**src/rtl/subirq_pkg.sv**
```systemverilog
package subirq_pkg;
  localparam int unsigned UART_CNT = 3;
  localparam int unsigned UART_SRC = 3;
  localparam int unsigned ADC_SRC  = 2;

  typedef enum logic {
    REG_PEND = 1'b0,
    REG_MASK = 1'b1
  } reg_sel_e;
endpackage

```
**src/rtl/subirq_pend.sv**
```systemverilog
module subirq_pend #(
  parameter int unsigned W = 11
) (
  input  logic         clk_i,
  input  logic         rst_ni,
  input  logic [W-1:0] set_i,
  input  logic [W-1:0] clr_i,
  output logic [W-1:0] pend_o
);
  logic [W-1:0] pend_q;

  // set has priority over clear on the same bit
  always_ff @(posedge clk_i or negedge rst_ni) begin
    if (!rst_ni) pend_q <= '0;
    else         pend_q <= (pend_q & ~clr_i) | set_i;
  end

  assign pend_o = pend_q;
endmodule

```
**src/rtl/subirq_mask.sv**
```systemverilog
module subirq_mask #(
  parameter int unsigned W = 11
) (
  input  logic         clk_i,
  input  logic         rst_ni,
  input  logic         wr_i,
  input  logic [W-1:0] wdata_i,
  output logic [W-1:0] mask_o
);
  logic [W-1:0] mask_q;

  always_ff @(posedge clk_i or negedge rst_ni) begin
    if (!rst_ni)   mask_q <= '1;
    else if (wr_i) mask_q <= wdata_i;
  end

  assign mask_o = mask_q;
endmodule

```
**src/rtl/subirq_group.sv**
```systemverilog
module subirq_group #(
  parameter int unsigned UART_CNT = 3,
  parameter int unsigned UART_SRC = 3,
  parameter int unsigned ADC_SRC  = 2,
  localparam int unsigned W   = UART_CNT * UART_SRC + ADC_SRC,
  localparam int unsigned PW  = UART_CNT + 1,
  localparam int unsigned ADC_LSB = UART_CNT * UART_SRC
) (
  input  logic [W-1:0]  pend_i,
  input  logic [W-1:0]  mask_i,
  output logic [PW-1:0] parent_o
);
  logic [W-1:0] live;
  assign live = pend_i & ~mask_i;

  for (genvar g = 0; g < UART_CNT; g++) begin : g_uart
    assign parent_o[g] = |live[g*UART_SRC +: UART_SRC];
  end

  assign parent_o[UART_CNT] = |live[ADC_LSB +: ADC_SRC];
endmodule

```
**src/rtl/subirq_agg.sv**
```systemverilog
module subirq_agg
  import subirq_pkg::*;
#(
  parameter int unsigned N_UART = UART_CNT,
  parameter int unsigned N_USRC = UART_SRC,
  parameter int unsigned N_ASRC = ADC_SRC,
  localparam int unsigned W  = N_UART * N_USRC + N_ASRC,
  localparam int unsigned PW = N_UART + 1
) (
  input  logic          clk_i,
  input  logic          rst_ni,
  input  logic [W-1:0]  src_set_i,
  input  logic          wr_en_i,
  input  logic          reg_sel_i,
  input  logic [W-1:0]  wdata_i,
  output logic [W-1:0]  rdata_o,
  output logic [PW-1:0] parent_o
);
  reg_sel_e     sel;
  logic [W-1:0] pend_q, mask_q, clr;
  logic         mask_wr;

  assign sel     = reg_sel_e'(reg_sel_i);
  assign clr     = (wr_en_i && sel == REG_PEND) ? wdata_i : '0;
  assign mask_wr = wr_en_i && sel == REG_MASK;

  subirq_pend #(.W(W)) u_pend (
    .clk_i  (clk_i),
    .rst_ni (rst_ni),
    .set_i  (src_set_i),
    .clr_i  (clr),
    .pend_o (pend_q)
  );

  subirq_mask #(.W(W)) u_mask (
    .clk_i   (clk_i),
    .rst_ni  (rst_ni),
    .wr_i    (mask_wr),
    .wdata_i (wdata_i),
    .mask_o  (mask_q)
  );

  subirq_group #(
    .UART_CNT (N_UART),
    .UART_SRC (N_USRC),
    .ADC_SRC  (N_ASRC)
  ) u_group (
    .pend_i   (pend_q),
    .mask_i   (mask_q),
    .parent_o (parent_o)
  );

  assign rdata_o = (sel == REG_MASK) ? mask_q : pend_q;
endmodule

```
**config.mk**
```make
export PLATFORM = sky130hd
export DESIGN_NAME = subirq_agg
export DESIGN_NICKNAME = d
export VERILOG_FILES = /design/src/rtl/subirq_pkg.sv /design/src/rtl/subirq_pend.sv /design/src/rtl/subirq_mask.sv /design/src/rtl/subirq_group.sv /design/src/rtl/subirq_agg.sv
export SDC_FILE = /design/constraint.sdc
export NUM_CORES = 1
export LEC_CHECK = 0
export BUFFER_PORTS_ARGS = -buffer_cell sky130_fd_sc_hd__buf_2
export CORE_MARGIN = 2
export CORE_UTILIZATION = 42
export DETAILED_ROUTE_END_ITERATION = 10
export GPL_ROUTABILITY_DRIVEN = 1
export PLACE_DENSITY = 0.69
export SYNTH_ARGS = -nofsm -noshare
export SYNTH_HDL_FRONTEND = slang
export SYNTH_SLANG_ARGS = --single-unit
export TNS_END_PERCENT = 20
```
**constraint.sdc**
```tcl
create_clock -name clk_i -period 0.8 [get_ports clk_i]
set_input_delay 0.16 -clock clk_i [delete_from_list [all_inputs] [get_ports clk_i]]
set_output_delay 0.16 -clock clk_i [all_outputs]
set_load 0.01 [all_outputs]
```
==> flow_summary.yaml <==
final_layout:
  final_net_count: 185
  most-common-layout-cells: "sky130_fd_sc_hd__buf_2 (39), sky130_fd_sc_hd__inv_1 (19), sky130_fd_sc_hd__mux2_2 (14)"
  n_fill_cell: 227
  layout-area-overhead-vs-synth_pct: 39.15
  final_layout_size_suffix_gt1_frac: 0.5696
  most_common_cell_after_layout_fill_and_taps_aside: "sky130_fd_sc_hd__buf_2"
  utilization: 0.6070
  antenna-diode-count: 0
logic_synthesis:
  yosys_warnings: 0
  synth_mux_area_frac: 0.1486
  portion_of_the_post_synthesis_area_used_by_sequential_elements: 0.5318
  area_share_of_fa_ha_maj_cells_after_synthesis: 0
  netlist_cell_types: 14
  synth-simple-area-share: 0.09434
  syn-mean-instance-area_sq_um: 10.01
  mappedNetlistArea_sq_um: 1061
  netlist_instances: 106
  main_combinational_cell_family_by_area_after_synthesis: "multiplexers"
  syn-num-nets: 132
  synth-seq-cells: 22
  compound_gate_fraction_of_synth_area: 0.1333
  synthXorXnorAreaFrac: 0
placement:
  port-buffer-count: 40
  placement.setup.worst_slack_ns: -0.2247
  gpl.final_weighted_congestion: 0.7152
  hpwl_mm: 1.783
power_and_ir_drop:
  p_switching_mw: 0.7102
  pwr-share-seq: 0.528
  cell_internal_pwr_mw: 1.917
  combPwrFrac: 0.241
  clockPowerShare: 0.232
  power_density_cells_nw_per_um2: 1779
  total_leakage_power_nw: 0.7354
  swShare: 0.2703
  vdd_ir_drop_max_mv: 0.9591
timing:
  tightestPinTransition_ns: 0.1901
  finClkSkew_ns: 0
  rsz0062_at_grt: "yes"
  final-hold-violation-count: 0
  fmax_mhz: 738.3
  worst_slack_ns: -0.5545
  finalWorstPathRequiredPeriod_ns: 1.355
  min_period_over_period: 1.693
  setup_viol: 16
  report.final.slew_viol_count: 0
  timing.slew.headroom: 0.8733
die:
  core-area_sq_um: 2432
  fp.dieArea_sq_um: 2944
  num_rows: 18
  die-width_microns: 54.26
  ioPinCount: 41
  die_height_microns: 54.26
  initial_utilization: 0.4362
routing:
  route.detailed.vias_per_inst: 4.894
  dr.first_iter.drc_count: 11
  detail_route.drc_violations: 0
  routed_wirelength_mm: 2.321
  firstDrtPassIters: 4
  drtAntennaViolNets: 0
  detailroute.via_count: 920
  routed_wire_length_per_instance_microns: 12.35
status:
  failed_checks: "negative setup slack"
  outcome: "finished with violations"
global_routing:
  globalRouteOverflowTotal: 0
  number_of_antenna_violations_at_the_first_check_in_global_routing: 0
  grt_first_pass_wirelength_mm: 3.450
  pin_count_of_the_biggest_net_entering_global_routing: 23
  gr-usage-all-layers: 0.1650
  number_of_global_route_vias_before_repair: 823
worst_setup_path:
  worstSetupStartpointType: "flip-flop"
  worstPathArrival_ns: 1.19
  crit_path_max_fanout: 3
  critPathKind: "flip-flop to output pin"
  timing.critical_path.required_ns: 0.64
  worst_setup_path_end_kind: "output pin"
cts:
  maximum_clock_insertion_buffer_count: 2
  cts_root_buffer: "sky130_fd_sc_hd__clkbuf_4"
  post_cts_setup_buffers: 0
  insertion_delay_ns: 0.30
  tritoncts: "built"
  worst_setup_hold_path_clk_slew_ns: 0.12
  cts_made_buffers: 3
  cts_htree_levels: 1
  clock_sink_count: 22
flow_run:
  maxcap_violations: 0
worst_hold_path:
  worst_min_delay_path_category: "primary input to flip-flop"
==> power groups by stage <==
stage | logic, mW | registers, mW | clock network, mW
6_report | 0.633 | 1.39 | 0.608
5_1_grt | 0.699 | 1.40 | 0.670
4_1_cts | 0.622 | 1.38 | 0.615
3_5_place_dp | 0.592 | 1.40 | 0
3_3_place_gp | 0.575 | 1.39 | 0
2_1_floorplan | 0.333 | 1.37 | 0
==> Yosys cell counts, drive strengths merged <==
| library cell | number | area, sq um |
|---|---|---|
| dfstp | 11 | 289.0 |
| o221ai | 3 | 26.28 |
| o21ai | 8 | 40.04 |
| nand2 | 9 | 33.78 |
| a31oi | 11 | 68.82 |
| o22ai | 1 | 6.260 |
| inv | 19 | 71.32 |
| dfrtp | 11 | 275.3 |
| nor2 | 11 | 41.29 |
| nand2b | 3 | 18.77 |
| nor2b | 1 | 6.260 |
| mux2 | 14 | 157.7 |
| buf | 4 | 26.27 |
==> state kept, by name, indices dropped and copies added, names as in the netlist <==
signal / cells
u_mask.mask_o: 11
u_pend.pend_o: 11
==> layout make-up <==
type | instances | area (sq um) | share of cell area
timing repair buffer | 52 | 315.3 | 0.2136
tap | 30 | 37.54 | 0.02542
inverter | 19 | 71.32 | 0.04830
multi-input combinational | 61 | 451.7 | 0.3059
sequential | 22 | 564.3 | 0.3822
clock buffer | 4 | 36.28 | 0.02458
==> kinds of logic (layout without fill, tap and decap cells) <==
kind of cell	Yosys count	count (layout)
AO/OA/AOI/OAI	23	23
multiplexers	14	14
buffers and inverters	23	75
flip-flops	22	22
AND/OR/NAND/NOR	24	24
==> metal layers <==
layer	wire length (microns)	global-route usage
met2	1235	0.3052
met5	0	0
met4	19	0.06250
met1	978	0.1933
met3	88	0.01913
==> path summary, 6_finish.rpt <==
check | startpoint | endpoint | slack, ns | cells after the start
max reg2reg | u_pend.pend_o[8] | u_pend.pend_o[8] | -0.01 | 3
min | wdata_i[6] | u_pend.pend_o[6] | 0.03 | 2
min in group asynchronous | rst_ni | u_pend.pend_o[6] | 0.31 | 3
max in group asynchronous | rst_ni | u_mask.mask_o[5] | 0.27 | 3
min reg2reg | u_pend.pend_o[7] | u_pend.pend_o[7] | 0.57 | 2
max | u_mask.mask_o[5] | parent_o[1] | -0.55 | 3
==> worst max-delay path: stages (launching register included) <==
cell and delay, ns:
sky130_fd_sc_hd__dfstp_2 0.56, sky130_fd_sc_hd__nand2b_4 0.12, sky130_fd_sc_hd__o221ai_2 0.08, sky130_fd_sc_hd__buf_2 0.14
==> what timing repair did <==
action	4_1_cts	5_1_grt
endpoints found under the setup margin	16	17
cloned	0	0
resized for setup	4	6
endpoints found under the hold margin	22	0
hold buffers	1	0
pin swaps	7	1
==> stage by stage <==
step / instances / instance area (sq um) / total power, mW / hold slack [ns] / TNS (ns)
finish: 188 / 1476 / 2.627 / 0.03383 / -7.487
floorplan: 106 / 1080 / 1.703 / -0.1356 / -0.8200
global placement: 183 / 1386 / 1.960 / 0.1012 / -5.433
CTS: 188 / 1454 / 2.618 / 0.02443 / -7.615
global route: 188 / 1476 / 2.769 / 0.02343 / -8.470
detailed placement: 183 / 1386 / 1.987 / 0.1047 / -5.983
No activity file was read; power rests on OpenSTA's default activity.
